## config.mk

```make
export PLATFORM = sky130hd
export DESIGN_NAME = pwr_sleep_ctl
export DESIGN_NICKNAME = d
export VERILOG_FILES = /design/src/rtl/pwr_sleep_pkg.sv /design/src/rtl/psc_sync.sv /design/src/rtl/psc_debounce.sv /design/src/rtl/psc_hold.sv /design/src/rtl/psc_fsm.sv /design/src/rtl/psc_plane_dec.sv /design/src/rtl/pwr_sleep_ctl.sv
export SDC_FILE = /design/constraint.sdc
export NUM_CORES = 1
export LEC_CHECK = 0
export BUFFER_PORTS_ARGS = -buffer_cell sky130_fd_sc_hd__buf_2
export CORE_UTILIZATION = 35
export DETAILED_ROUTE_END_ITERATION = 6
export PLACE_DENSITY = 0.61
export SLEW_MARGIN = 5
export SYNTH_ARGS = -nofsm -noshare
export SYNTH_HDL_FRONTEND = slang
export SYNTH_HIERARCHICAL = 1
export SYNTH_SLANG_ARGS = --single-unit
```

## constraint.sdc

```tcl
create_clock -name clk -period 5.7 [get_ports clk]
set_clock_uncertainty 0.05 [all_clocks]
set_input_delay 0.855 -clock clk [delete_from_list [all_inputs] [get_ports clk]]
set_output_delay 0.855 -clock clk [all_outputs]
set_load 0.005 [all_outputs]
```

## src/rtl/pwr_sleep_pkg.sv

```systemverilog
package pwr_sleep_pkg;

   typedef enum logic [2:0] {
      PS_WORK = 3'd0,
      PS_STBY = 3'd1,
      PS_RAM  = 3'd3,
      PS_DISK = 3'd4,
      PS_OFF  = 3'd5
   } pstate_e;

   localparam int NUM_PLANES = 3;
   localparam int FIRST_CUT  = 3;

   function automatic logic tgt_legal(input logic [2:0] code);
      return (code == 3'd1) || (code == 3'd3) || (code == 3'd4) || (code == 3'd5);
   endfunction

endpackage

```

## src/rtl/psc_sync.sv

```systemverilog
module psc_sync #(
   parameter int   STAGES  = 2,
   parameter logic RST_VAL = 1'b1
) (
   input  logic clk,
   input  logic rst_n,
   input  logic d_i,
   output logic q_o
);
   generate
      if (STAGES < 2) begin : g_bad
         $error("psc_sync needs at least two stages");
      end
   endgenerate

   logic [STAGES-1:0] chain;

   always_ff @(posedge clk or negedge rst_n) begin
      if (!rst_n) chain <= {STAGES{RST_VAL}};
      else        chain <= {chain[STAGES-2:0], d_i};
   end

   assign q_o = chain[STAGES-1];
endmodule

```

## src/rtl/psc_debounce.sv

```systemverilog
module psc_debounce #(
   parameter int CYC = 800000
) (
   input  logic clk,
   input  logic rst_n,
   input  logic level_i,
   output logic level_o,
   output logic fall_o
);
   localparam int CW = (CYC < 2) ? 1 : $clog2(CYC);

   logic [CW-1:0] cnt;

   always_ff @(posedge clk or negedge rst_n) begin
      if (!rst_n) begin
         level_o <= 1'b1;
         cnt     <= '0;
         fall_o  <= 1'b0;
      end else begin
         fall_o <= 1'b0;
         if (level_i == level_o) begin
            cnt <= '0;
         end else if (cnt == CW'(CYC - 1)) begin
            level_o <= level_i;
            cnt     <= '0;
            fall_o  <= level_o;
         end else begin
            cnt <= cnt + 1'b1;
         end
      end
   end
endmodule

```

## src/rtl/psc_hold.sv

```systemverilog
module psc_hold #(
   parameter int CYC = 200000000
) (
   input  logic clk,
   input  logic rst_n,
   input  logic held_i,
   output logic fire_o
);
   localparam int CW = (CYC < 2) ? 1 : $clog2(CYC);

   logic [CW-1:0] cnt;
   logic          spent;

   always_ff @(posedge clk or negedge rst_n) begin
      if (!rst_n) begin
         cnt    <= '0;
         spent  <= 1'b0;
         fire_o <= 1'b0;
      end else begin
         fire_o <= 1'b0;
         if (!held_i) begin
            cnt   <= '0;
            spent <= 1'b0;
         end else if (!spent) begin
            if (cnt == CW'(CYC - 1)) begin
               fire_o <= 1'b1;
               spent  <= 1'b1;
            end else begin
               cnt <= cnt + 1'b1;
            end
         end
      end
   end
endmodule

```

## src/rtl/psc_fsm.sv

```systemverilog
module psc_fsm
   import pwr_sleep_pkg::*;
(
   input  logic       clk,
   input  logic       rst_n,
   input  logic       trip_n_i,
   input  logic       ovr_i,
   input  logic       press_i,
   input  logic       req_i,
   input  logic [2:0] tgt_i,
   output pstate_e    state_o,
   output logic       irq_o,
   output logic       wake_o
);
   pstate_e nxt;
   logic    nxt_irq, nxt_wake;

   always_comb begin
      nxt      = state_o;
      nxt_irq  = 1'b0;
      nxt_wake = 1'b0;
      if (!trip_n_i) begin
         nxt = PS_OFF;
      end else if (ovr_i) begin
         nxt = PS_OFF;
      end else if (press_i) begin
         if (state_o == PS_WORK) begin
            nxt_irq = 1'b1;
         end else begin
            nxt      = PS_WORK;
            nxt_wake = 1'b1;
         end
      end else if (req_i && (state_o == PS_WORK) && tgt_legal(tgt_i)) begin
         nxt = pstate_e'(tgt_i);
      end
   end

   always_ff @(posedge clk or negedge rst_n) begin
      if (!rst_n) begin
         state_o <= PS_WORK;
         irq_o   <= 1'b0;
         wake_o  <= 1'b0;
      end else begin
         state_o <= nxt;
         irq_o   <= nxt_irq;
         wake_o  <= nxt_wake;
      end
   end
endmodule

```

## src/rtl/psc_plane_dec.sv

```systemverilog
module psc_plane_dec
   import pwr_sleep_pkg::*;
(
   input  pstate_e                 state_i,
   output logic [NUM_PLANES-1:0]   cut_n_o
);
   logic [2:0] code;
   assign code = state_i;

   for (genvar g = 0; g < NUM_PLANES; g++) begin : g_plane
      localparam logic [2:0] THR = 3'(FIRST_CUT + g);
      assign cut_n_o[g] = (code < THR);
   end
endmodule

```

## src/rtl/pwr_sleep_ctl.sv

```systemverilog
module pwr_sleep_ctl
   import pwr_sleep_pkg::*;
#(
   parameter int DEB_CYC     = 800000,
   parameter int HOLD_CYC    = 200000000,
   parameter int SYNC_STAGES = 2
) (
   input  logic       clk,
   input  logic       rst_n,
   input  logic       pwr_btn_n,
   input  logic       therm_trip_n,
   input  logic       sleep_req,
   input  logic [2:0] sleep_tgt,
   output logic       cut_s3_n,
   output logic       cut_s4_n,
   output logic       cut_s5_n,
   output logic       irq_req,
   output logic       wake_pulse
);
   generate
      if (DEB_CYC < 2) begin : g_bad_deb
         $error("DEB_CYC must be at least 2");
      end
      if (HOLD_CYC < 2) begin : g_bad_hold
         $error("HOLD_CYC must be at least 2");
      end
      if (SYNC_STAGES < 2) begin : g_bad_sync
         $error("SYNC_STAGES must be at least 2");
      end
   endgenerate

   logic btn_s, trip_s, btn_lvl, press_p, ovr_p;
   pstate_e state;
   logic [NUM_PLANES-1:0] cut_n;

   psc_sync #(.STAGES(SYNC_STAGES), .RST_VAL(1'b1)) u_btn_sync (
      .clk(clk), .rst_n(rst_n), .d_i(pwr_btn_n), .q_o(btn_s));

   psc_sync #(.STAGES(SYNC_STAGES), .RST_VAL(1'b1)) u_trip_sync (
      .clk(clk), .rst_n(rst_n), .d_i(therm_trip_n), .q_o(trip_s));

   psc_debounce #(.CYC(DEB_CYC)) u_deb (
      .clk(clk), .rst_n(rst_n), .level_i(btn_s),
      .level_o(btn_lvl), .fall_o(press_p));

   psc_hold #(.CYC(HOLD_CYC)) u_hold (
      .clk(clk), .rst_n(rst_n), .held_i(~btn_lvl), .fire_o(ovr_p));

   psc_fsm u_fsm (
      .clk(clk), .rst_n(rst_n), .trip_n_i(trip_s), .ovr_i(ovr_p),
      .press_i(press_p), .req_i(sleep_req), .tgt_i(sleep_tgt),
      .state_o(state), .irq_o(irq_req), .wake_o(wake_pulse));

   psc_plane_dec u_dec (.state_i(state), .cut_n_o(cut_n));

   assign cut_s3_n = cut_n[0];
   assign cut_s4_n = cut_n[1];
   assign cut_s5_n = cut_n[2];
endmodule

```

# Word level (Yosys, flattened, before mapping)
# Cells that the tools add are included.
# classes
add_sub_neg,2
n_lt_le_gt_ge,3
n_eq_ne,11
muxes,25
bitwise,1
n_reduce_logical,9
# op_table
op,count
2-to-1 mux 28 bit,3
2-to-1 mux 20 bit,2
"adder 28 x 1 -> 28 bit, second input constant",1
"equality test 28 bit, second input constant",1
"adder 20 x 1 -> 20 bit, second input constant",1
"equality test 20 bit, second input constant",1
2-to-1 mux 1 bit,15
2-to-1 mux 3 bit,5
"equality test 3 bit, second input constant",2
"< comparator 3 bit, second input constant",2
AND reduction 2 bit,3
"!= test 2 bit, second input constant",2
"!= test 4 x 1 -> 1 bit, second input constant",1
"!= test 4 bit, second input constant",1
"equality test 3 x 1 -> 1 bit, second input constant",1
"equality test 3 x 2 -> 1 bit, second input constant",1
zero test 3 bit,1
logical OR 1 bit,3
"< comparator 3 x 2 -> 1 bit, second input constant",1
logical AND 1 bit,2
equality test 1 bit,1
inverter 1 bit,1
# word_totals
regBits,61
input_bits,8
output_inout_bits,5

# Longest topological paths before layout
# Gate-level depths: netlist (run 1).
# depth
word_depth,9
ltp_mapped,7

# Modules after synthesis
# Netlist (run 1), hierarchy kept.
# by_module_without_submodules
mod,instances,cells_each,area_per_inst_um2
psc_hold,1,164,1622.8
psc_debounce,1,111,1132.3
psc_fsm,1,19,220.2
psc_sync,2,2,52.6
psc_plane_dec,1,3,17.5
pwr_sleep_ctl,1,1,3.8

# Worst setup path after synthesis (run 1)
# No wires, ideal clock.
# synth_timing
kind,reg-to-reg
from,register u_hold.cnt[0]
to,register u_hold.cnt[26]
setup_ps,78
arrival_time_ps,2048
t_required_ps,5572
slack_ps,3523
stages_incl_launch_ff,8
synth_period_minus_slack_ps,2177
cell_sequence,dfrtp_1 -> ha_1 -> and3_4 -> nand3_4 -> or4_4 -> buf_6 -> or4_1 -> a21oi_1
# synth_between
elab_chain_cells,4
word_cells_on_any_way,7
cone_classes,add/sub: 1; eq/ne: 2; mux: 3; reduce/logical: 1
# synth_rtl
element,line_no,rtl
start: declaration,psc_hold.sv:11,logic [CW-1:0] cnt;
start signal: assignment,psc_hold.sv:29,cnt <= cnt + 1'b1;
adder 28 x 1 -> 28 bit,psc_hold.sv:29,
2-to-1 mux 28 bit,psc_hold.sv:25,if (cnt == CW'(CYC - 1)) begin
2-to-1 mux 28 bit,psc_hold.sv:24,end else if (!spent) begin
2-to-1 mux 28 bit,psc_hold.sv:21,if (!held_i) begin
# Parallel ways exist; a longest one is shown, timed or not. The select of a mux whose other input is x is not followed.
# A chain may end at the register's enable or synchronous reset.

# Worst setup path in the final report (run 1)
# layout_timing
from,register u_deb.level_o
to,register u_hold.cnt[13]
# layout_between
elab_chain_cells,2
word_cells_on_any_way,4
cone_classes,eq/ne: 2; mux: 1; reduce/logical: 1
# layout_rtl
element,line_no,rtl
start: declaration,psc_debounce.sv:7,"output logic level_o,"
start signal: assignment,psc_debounce.sv:24,level_o <= level_i;
!= test 2 bit (no source line),-,
AND reduction 2 bit (no source line),-,
# Parallel ways exist; a longest one is shown, timed or not.

==> impl_results.md, run 1 <==
* Nets@finish at 330
* Main flop type after synthesis: dfrtp_1
* CTS Buf Count at 9
* Yosys cell types at 61
* Final RePlAce weighted congestion at 0.833
* Clock Latency Late Sink at 0.34 ns
* First-pass GRT wire length at 10.7 mm
* Drt total wl at 6.32 mm
* Unrepaired setup endpoints after global routing: no
* Pre-antenna DRT Iters at 4
* Worst path required time at 5.86 ns
* Fmax at approximately 350 MHz
* Die Wd at a little under 100 um
* Worst slack, placed at 2.86 ns
* All-Layer GR Usage at 0.152
* Max-cap viol count at 0
* Crit path time final at 2.86 ns
* Total of warnings raised by yosys at 6
* # rows at 33
* Commonest cells after routing, fill and taps aside: dfrtp_1 (56), nor2_1 (27), nand3_1 (24), nand2_1 (16), xnor2_1 (14)
* IO Count at 13
* Seq cells post-synth at 61
* Final TNS setup at 0 ns
* Clock Tree Root: clkbuf_8
* Mapped Area at 3100 um^2
* Fin util at 0.418
* FF-to-FF setup slack at 2.84 ns
* Status: finished, final reports clean
* Hold_sp: u_trip_sync/chain[0]
* CP Capture Type: register
* Syn Nets at 312
* CTS tree: done
* Post-DR vias/cell at 5.51
* Ant. Diodes at 0
* Post-CTS Resized at 0
* LEAKAGE at ~1.4 nW
* Total grt overflow at 0
* Fin worst setup slack at between 2 and 3 ns
* Max H-tree Level at 3
* Vias at between 2000 and 2500
* Vias in the first global route at about 2300
* Largest net degree at the start of global routing at 62
* Worst hold stages at 0
* Tcrit/Tclk final at 0.502
* Crit path kind: reg2reg
* Endpoints failing setup at 0
* Post-CTS Hold Buffers at 0
* Drt initial violations at 86
* Tightest Hold Check Type: reg2reg
* Port Buffer Count at 12
* WL met2 at 3.10 mm
* Wirelength per Cell at around 15 um
* Metal3 WL at 231 um
* Clock Tree Buf Depth at 2
* Hold Fails Final Rpt at 0
* Crit path max fanout at 18
* Proportion of layout cells with a drive suffix above 1 at 0.182
* Die height at 96.1 um
* Slew HR at 0.299
* Initial Utilization at 0.370
* Post-synth EDFFs at 0
* Reg clk slew, reported paths at 0.07 ns
* WHS Endpoint: u_trip_sync/chain[1]
* R2r worst-path depth at 6
* M1 wire length at ~3.0 mm
* Clock sink count at roughly 60
* DP HPWL at 4.28 mm
* Synthesized area per cell at 10.3 um^2
* Power Dens Cells at approximately 260 nW/um^2
* Cell count after synthesis at 302
* Worst-margin pin slew at 1.04 ns
* Critical path arrival at 3.02 ns
* Seq/Total Area, Yosys at 0.494
* Post-CTS setup buffers at 0
* Core region area at 8380 um^2
* Antenna violations before repair at 0
* Max VDD drop at between 0.09 and 0.1 mV
* Antenna-violating nets left at 0
* Drt drc at 0
* Synth-to-layout area growth at 12.9%
* Max layer used: met4
* Die area at 9240 um^2
* Pins Over Slew Limit at 0
* Reg-to-reg startpoint: u_deb/level_o
* Reg2Reg Capture Point: u_hold/cnt[13]
* Hold WS at 0.307 ns
* Critical Path Start Type: register
* Most common cell after layout, fill and taps aside: dfrtp_1
* Synth async-reset ratio at 1.00
[layout make-up]
cell class	count	area (um^2)
fill	824	4880
sequential	61	1530
multi-input combinational	226	1500
clock buffer	11	151
tap	105	131
clock inverter	5	82.6
timing repair buffer	14	75.1
inverter	8	30.0
[per-stage QoR]
stage	total power [mW]	cells	area (um^2)
after floorplan	0.453	302	3100
after global placement	0.467	414	3270
after detailed placement	0.467	414	3270
after CTS	0.921	430	3500
after global routing	0.940	430	3500
final	0.903	430	3500
[cell usage after synthesis, drive strengths merged, types with 4 or more instances]
| cell type | n | area [um^2] |
|---|---|---|
| xnor2 | 14 | 123 |
| dfstp | 5 | 131 |
| inv | 8 | 30.0 |
| or4 | 6 | 55.1 |
| o41ai | 5 | 51.3 |
| clkbuf | 4 | 16.3 |
| o211ai | 5 | 37.5 |
| dfrtp | 56 | 1400 |
| xor2 | 6 | 52.6 |
| o31ai | 11 | 82.6 |
| nand3 | 26 | 148 |
| nor4b | 4 | 35.0 |
| nor2 | 27 | 101 |
| nand2b | 4 | 25.0 |
| a21oi | 12 | 67.6 |
| nor3 | 7 | 40.0 |
| and3 | 9 | 63.8 |
| o21ai | 14 | 73.8 |
| nand2 | 16 | 60.1 |
| nand4 | 11 | 83.8 |
| mux2i | 4 | 40.0 |
| nor4 | 7 | 43.8 |
| or3 | 9 | 63.8 |
[power by group]
group          total (mW)  internal [mW]  switching [mW]
logic              0.0182        0.00484          0.0133
registers           0.440          0.437         0.00258
clock network       0.446          0.271           0.175
total               0.903          0.713           0.191
[worst max-delay path, stage by stage (launching register included)]
cell      delay, ns
dfstp_2        0.38
inv_1          0.42
nor4b_1        0.30
nand4_1        0.18
o41ai_2        0.98
nand2b_1       0.31
o31ai_1        0.11
[how the worst max path moves through the flow]
stage / start / end / slack, ns / cells past startpoint
floorplan: u_hold/cnt[0] / u_hold/cnt[26] / 3.52 / 7
CTS: u_deb/level_o / u_hold/cnt[13] / 2.86 / 6
detailed placement: u_deb/level_o / u_hold/cnt[2] / 2.86 / 6
global placement: u_deb/level_o / u_hold/cnt[2] / 2.89 / 6
global route: u_deb/level_o / u_hold/cnt[2] / 2.67 / 6
finish: u_deb/level_o / u_hold/cnt[13] / 2.84 / 6
[state kept, by name, indices dropped and copies added (netlist names)]
| name | flops |
|---|---|
| u_btn_sync/chain | 2 |
| u_deb/cnt | 20 |
| u_deb/fall_o | 1 |
| u_deb/level_o | 1 |
| u_fsm/irq_o | 1 |
| u_fsm/state_o | 3 |
| u_fsm/wake_o | 1 |
| u_hold/cnt | 28 |
| u_hold/fire_o | 1 |
| u_hold/spent | 1 |
| u_trip_sync/chain | 2 |
[cell families after synthesis]
logic type	synth area share
AOI/OAI and AO/OA	0.121
adders and majority gates	0.00807
and+or+nand+nor	0.278
DFF	0.494
xor gates and xnor gates	0.0565
muxes	0.0202
buffers and inverters	0.0226
[routing by layer]
metal	up-vias	track usage
met5	-	0
met4	0	0.0485
met3	2	0.0561
met2	36	0.243
met1	1170	0.189
li1	1162	-
Power figures use the tool's default switching activity.
==> run 2: changes to the inputs <==
==> constraint.sdc (replaced) <==
create_clock -name clk -period 2.9 [get_ports clk]
set_clock_uncertainty 0.05 [all_clocks]
set_input_delay 0.435 -clock clk [delete_from_list [all_inputs] [get_ports clk]]
set_output_delay 0.435 -clock clk [all_outputs]
set_load 0.005 [all_outputs]
==> run 2 against run 1 <==
Compared with the run above: die area unchanged; worst hold slack worse by 0.29 ns; setup slack got worse by 2.2 ns; via count grew 2.4%; critical path depth is the same; total power grew 82%; clock power is 66% higher.
==> impl_results.md, run 2 (synthesized netlist as in run 1, its figures left out) <==
* Status: finished, final reports clean
* Power Dens Cells at 471 nW/um^2
* Crit path max fanout at 9
* Die height at 96.1 um
* Clock Tree Buf Depth at 2
* CTS Buf Count at 9
* Post-DR vias/cell at 5.59
* Post-CTS Hold Buffers at 0
* Endpoints failing setup at 0
* CTS tree: done
* Die Wd at 96.1 um
* Top reg by flops: u_hold/cnt
* Crit path time final at approximately 2.2 ns
* Largest regs: u_hold/cnt: 28 flops, u_deb/cnt: 20 flops, u_fsm/state_o: 3 flops
* # rows at 33
* Nets@finish at 334
* Drt initial violations at 130
* Initial Utilization at 0.370
* Core region area at 8380 um^2
* Total grt overflow at 0
* Commonest cells after routing, fill and taps aside: dfrtp_1 (56), nor2_1 (27), nand3_1 (24), nand2_1 (16), xnor2_1 (14)
* DP HPWL at 4.44 mm
* LEAKAGE at 1.43 nW
* All-Layer GR Usage at 0.155
* Max VDD drop at 0.252 mV
* Vias at 2428
* Sw power at 0.356 mW
* Tightest Hold Check Type: in2async
* Hold Fails Final Rpt at 0
* Pre-antenna DRT Iters at 4
* Max H-tree Level at 3
* Proportion of layout cells with a drive suffix above 1 at 0.185
* Drt drc at 0
* Unrepaired setup endpoints after global routing: no
* Tcrit/Tclk final at 0.767
* Reg clk slew, reported paths at 0.07 ns
* Fin worst setup slack at 0.676 ns
* Sequential share of power at 0.526
* Vias in the first global route at 2323
* Ant. Diodes at 0
* Total power at 1.64 mW
* Hold WS at ~0.012 ns
* Area after DPL at 3300 um^2
* Die area at 9240 um^2
* Switching share of total power at 0.217
* Largest net degree at the start of global routing at 25
* Wirelength per Cell at approximately 14 um
* Fin util at 0.416
* Clock Latency Late Sink at around 0.34 ns
* Worst path required time at ~3.1 ns
* Slowest library cell on the worst path: or4_4
* Largest register FFs at 28
* Final RePlAce weighted congestion at 0.862
* Max-cap viol count at 0
* Power share of the combinational group at 0.023
* Port Buffer Count at 12
* Family with the most delay on the worst path: simple AND/OR/NAND/NOR gates
* Clk pwr share at 0.451
* Most common cell after layout, fill and taps aside: dfrtp_1
* IO Count at 13
* Post-CTS Resized at 0
* Worst-margin pin slew at 0.694 ns
* Max incr delay on CP at 0.59 ns
* First-pass GRT wire length at 11.0 mm
* Layout filler cell count at 823
* Critical path arrival at 2.44 ns
* Post-route insts no fill at roughly 430
* Buf/Inv on CP at 0
* Crit path kind: reg2reg
* Internal power at 1.29 mW
* Slew HR at 0.538
* Crit-path cells: ha_1 -> and3_4 -> nand3_4 -> or4_4 -> or4_1 -> a21oi_1
* Placed Cells at 418
* Antenna-violating nets left at 0
* Synth-to-layout area growth at 12.5%
* Final TNS setup at 0 ns
* Final instance area at about 3500 um^2
* Clock Tree Root: clkbuf_8
* Antenna violations before repair at 0
* Pins Over Slew Limit at 0
* CP Capture Type: register
* Worst slack, placed at 0.673 ns
* Clock sink count at between 60 and 70
* Critical Path Start Type: register
* Fmax at 450 MHz
* Drt total wl at 6.29 mm
* Post-CTS setup buffers at 0
run 2: cell types whose count changed in the layout (fill, tap and decap cells not counted), sizes merged:
cell | previous run | this run
clkinvlp | 0 | 1
clkbuf | 11 | 12
bufinv | 2 | 1
buf | 14 | 18
clkinv | 3 | 2
run 2: worst paths after layout:
kind,startpoint,end,slack (ns),cells past startpoint
min in group clk,pwr_btn_n,u_btn_sync/chain[0],0.14,1
setup / recovery,u_hold/cnt[0],u_hold/cnt[26],0.68,6
hold reg to reg,u_trip_sync/chain[0],u_trip_sync/chain[1],0.31,0
hold / removal,rst_n,u_deb/cnt[12],0.01,1
max in group asynchronous,rst_n,u_btn_sync/chain[0],2.07,2
setup reg to reg,u_hold/cnt[0],u_hold/cnt[26],0.68,6
run 2: power groups by stage:
stage / Combinational, mW / Sequential [mW] / Clock [mW]
6_report: 0.0374 / 0.865 / 0.742
3_3_place_gp: 0.0384 / 0.880 / 0
3_5_place_dp: 0.0389 / 0.880 / 0
4_1_cts: 0.0391 / 0.864 / 0.770
2_1_floorplan: 0.0132 / 0.878 / 0
5_1_grt: 0.0453 / 0.865 / 0.801
run 2: per-layer routing:
layer | share of wire | vias up | track usage
li1 | - | 1174 | -
met1 | 0.50 | 1201 | 0.205
met2 | 0.44 | 44 | 0.239
met3 | 0.041 | 9 | 0.0474
met4 | 0.013 | 0 | 0.0522
met5 | 0 | - | 0
run 2: area by class of cell:
| cell class | instances | area, um^2 | share of cell area |
|---|---|---|---|
| Clock buffer | 12 | 145 | 0.0416 |
| Clock inverter | 4 | 47.5 | 0.0136 |
| Inverter | 8 | 30.0 | 0.00860 |
| Multi-Input combinational cell | 226 | 1500 | 0.429 |
| Sequential cell | 61 | 1530 | 0.439 |
| Tap cell | 105 | 131 | 0.0376 |
| Timing Repair Buffer | 18 | 105 | 0.0301 |
==> run 3: changes to the inputs <==
--- a/config.mk
+++ b/config.mk
@@ -5,10 +5,11 @@
 export SDC_FILE = /design/constraint.sdc
 export NUM_CORES = 1
 export LEC_CHECK = 0
+export ABC_AREA = 1
 export BUFFER_PORTS_ARGS = -buffer_cell sky130_fd_sc_hd__buf_2
 export CORE_UTILIZATION = 35
 export DETAILED_ROUTE_END_ITERATION = 6
-export PLACE_DENSITY = 0.61
+export PLACE_DENSITY = 0.63
 export SLEW_MARGIN = 5
 export SYNTH_ARGS = -nofsm -noshare
 export SYNTH_HDL_FRONTEND = slang
==> constraint.sdc (replaced) <==
create_clock -name clk -period 1.8 [get_ports clk]
set_clock_uncertainty 0.05 [all_clocks]
set_input_delay 0.27 -clock clk [delete_from_list [all_inputs] [get_ports clk]]
set_output_delay 0.27 -clock clk [all_outputs]
set_load 0.005 [all_outputs]
==> run 3 against run 2 <==
Compared with the run above: synthesized cell count is 69% higher; sequential share of layout area shrank 7.5 points; clock-buffer cell count shrank 2; combinational power rose to 2.9 times the previous value; setup slack lost 0.61 ns; critical path depth rose by 3; utilization decreased by 0.45 points; critical path type unchanged; highest routed layer unchanged.
==> impl_results.md, run 3 <==
* Total grt overflow at 0
* Total of warnings raised by yosys at 6
* # rows at 37
* Die height at 104 um
* Endpoints failing setup at 0
* Worst path required time at 1.99 ns
* Final RePlAce weighted congestion at between 0.9 and 1
* CTS tree: done
* Clock Tree Buf Depth at 2
* Top cells by count, synth: nand2_1 (191), nor2_1 (85), dfrtp_1 (56)
* IO Count at 13
* Max incr delay on CP at ~0.4 ns
* Nets@finish at 552
* Post-synth EDFFs at 0
* Total power at 2.76 mW
* Drt drc at 0
* Clock Tree Root: clkbuf_8
* Seq/Total Area, Yosys at 0.418
* Clock Latency Late Sink at 0.34 ns
* Buf/Inv on CP at 1
* Power Dens Cells at 654 nW/um^2
* Largest regs: u_hold/cnt: 28 flops, u_deb/cnt: 20 flops, u_fsm/state_o: 3 flops
* Layout filler cell count at ~1100
* Slew HR at 0.654
* Die Wd at 104 um
* Main flop type after synthesis: dfrtp_1
* Seq cells post-synth at 61
* Status: finished, final reports clean
* Crit path time final at 1.73 ns
* Mapped Area at 3670 um^2
* Synth area leaders: dfrtp_1 (38%), nand2_1 (20%), nor2_1 (8.7%), xor2_1 (4.8%), inv_1 (4.5%)
* Largest net degree at the start of global routing at 26
* Wirelength per Cell at around 12 um
* DP HPWL at 5.80 mm
* Post-DR vias/cell at 4.60
* Family with the most delay on the worst path: simple AND/OR/NAND/NOR gates
* Reg clk slew, reported paths at 0.07 ns
* Vias at 3140
* Crit path max fanout at 4
* Drt total wl at 7.89 mm
* Placed Cells at roughly 660
* Hold WS at ~0.16 ns
* Most common cell after layout, fill and taps aside: nand2_1
* Tightest Hold Check Type: in2reg
* Post-synth top area cell: dfrtp_1
* Synth top area share at 0.382
* Tcrit/Tclk final at 0.961
* First-pass GRT wire length at ~14 mm
* Most frequent cell after synthesis: nand2_1
* Initial Utilization at 0.359
* Slowest library cell on the worst path: dfrtp_1
* All-Layer GR Usage at 0.158
* Die area at between 10000 and 15000 um^2
* Largest register FFs at 28
* Port Buffer Count at 12
* Crit-path cells: nand3_1 -> inv_1 -> nand2_1 -> nor2_1 -> nand2_1 -> nand2_1 -> nand2_1 -> nand2_1 -> nand2_1
* Yosys cell types at 33
* Top reg by flops: u_hold/cnt
* Clock sink count at 61
* LEAKAGE at just over 2 nW
* Drt initial violations at 140
* Max VDD drop at 0.379 mV
* Proportion of layout cells with a drive suffix above 1 at 0.159
* Syn Nets at 519
* Critical Path Start Type: register
* Critical path arrival at 1.91 ns
* Pins Over Slew Limit at 0
* Commonest cells after routing, fill and taps aside: nand2_1 (190), nor2_1 (84), dfrtp_1 (56), inv_1 (44), nand3_1 (22)
* Synthesized area per cell at 7.21 um^2
* Worst-margin pin slew at 0.519 ns
* Fmax at 578 MHz
* CTS Buf Count at 9
* Antenna-violating nets left at 0
* Synth async-reset ratio at 1.00
* Antenna violations before repair at 0
* Top cell by count, worst path: nand2_1
* Cell count after synthesis at 509
* Synth-to-layout area growth at 14.9%
* Max-cap viol count at 0
* Core region area at 10200 um^2
* Post-route insts no fill at ~700
* CP Capture Type: register
* Pre-antenna DRT Iters at 4
* Hold Fails Final Rpt at 0
* Vias in the first global route at between 3000 and 4000
* Ant. Diodes at 0
* Max H-tree Level at 3
* Crit path kind: reg2reg
[run 3: cell types whose count changed in the layout (fill, tap and decap cells not counted), moves of 7 or more]
cell | previous run | this run
inv_1 | 8 | 44
xnor2_1 | 14 | 5
nand2_2 | 0 | 7
nor2_1 | 27 | 84
nor2_2 | 0 | 9
nor2_4 | 0 | 7
nor4_1 | 7 | 0
xor2_1 | 6 | 20
nand2_1 | 16 | 190
o31ai_1 | 11 | 0
[run 3: cell type report]
| class | instances | area (um^2) | area share |
|---|---|---|---|
| timing repair buffer | 28 | 220 | 0.0522 |
| tap | 136 | 170 | 0.0404 |
| clock buffer | 10 | 138 | 0.0327 |
| sequential | 61 | 1530 | 0.364 |
| clock inverter | 6 | 62.6 | 0.0148 |
| inverter | 50 | 189 | 0.0448 |
| multi-input combinational | 392 | 1900 | 0.451 |
[run 3: stage by stage]
step / TNS, ns / area [um^2] / worst slack [ns] / utilization
after floorplan: 0 / 3670 / 0.170 / -
after global placement: 0 / 3940 / 0.0437 / 0.385
after detailed placement: 0 / 3940 / 0.0159 / 0.385
after CTS: 0 / 4190 / 0.0709 / 0.409
after global routing: -0.0230 / 4220 / -0.0150 / 0.412
final: 0 / 4220 / 0.0706 / 0.412
[run 3: final timing paths]
kind,start,end,slack [ns],cells after the start
max,u_hold/cnt[2],u_hold/cnt[23],0.07,9
min,sleep_tgt[1],u_fsm/state_o[1],0.16,3
max reg2reg,u_hold/cnt[2],u_hold/cnt[23],0.07,9
min reg2reg,u_trip_sync/chain[0],u_trip_sync/chain[1],0.31,0
max in group asynchronous,rst_n,u_deb/cnt[1],0.80,3
min in group asynchronous,rst_n,u_deb/cnt[9],0.39,2
[run 3: worst min-delay path, cell delays in order]
cell	delay [ns]
buf_2	0.10
nand4_1	0.08
nand2_1	0.05
[run 3: where the power goes]
part | switching, mW | internal (mW)
registers | 0.0172 | 1.39
clock network | 0.568 | 0.674
logic | 0.0661 | 0.0429
total | 0.652 | 2.11
[run 3: timing repair]
item | in CTS | in global routing
endpoints found under the setup margin | 5 | 21
hold endpoints to repair | 15 | 0
resized for setup | 0 | 6
buffers inserted | 2 | 1
hold buffers | 3 | 0
pin swaps | 1 | 3
[run 3: routing by layer]
metal | GRT usage | vias up | wire length [um]
li1 | - | 1629 | -
met1 | 0.196 | 1445 | 3690
met2 | 0.264 | 46 | 3720
met3 | 0.0382 | 20 | 231
met4 | 0.0622 | 0 | 241
met5 | 0 | - | 0
[run 3: kinds of logic (layout without fill, tap and decap cells)]
kind of cell | count (synthesis) | in the layout | synth area share
buf+inv | 56 | 94 | 0.0668
simple gates | 347 | 347 | 0.417
flops | 61 | 61 | 0.418
xor+xnor | 26 | 26 | 0.0641
compound gates | 17 | 17 | 0.0276
fa+ha+maj | 2 | 2 | 0.00682
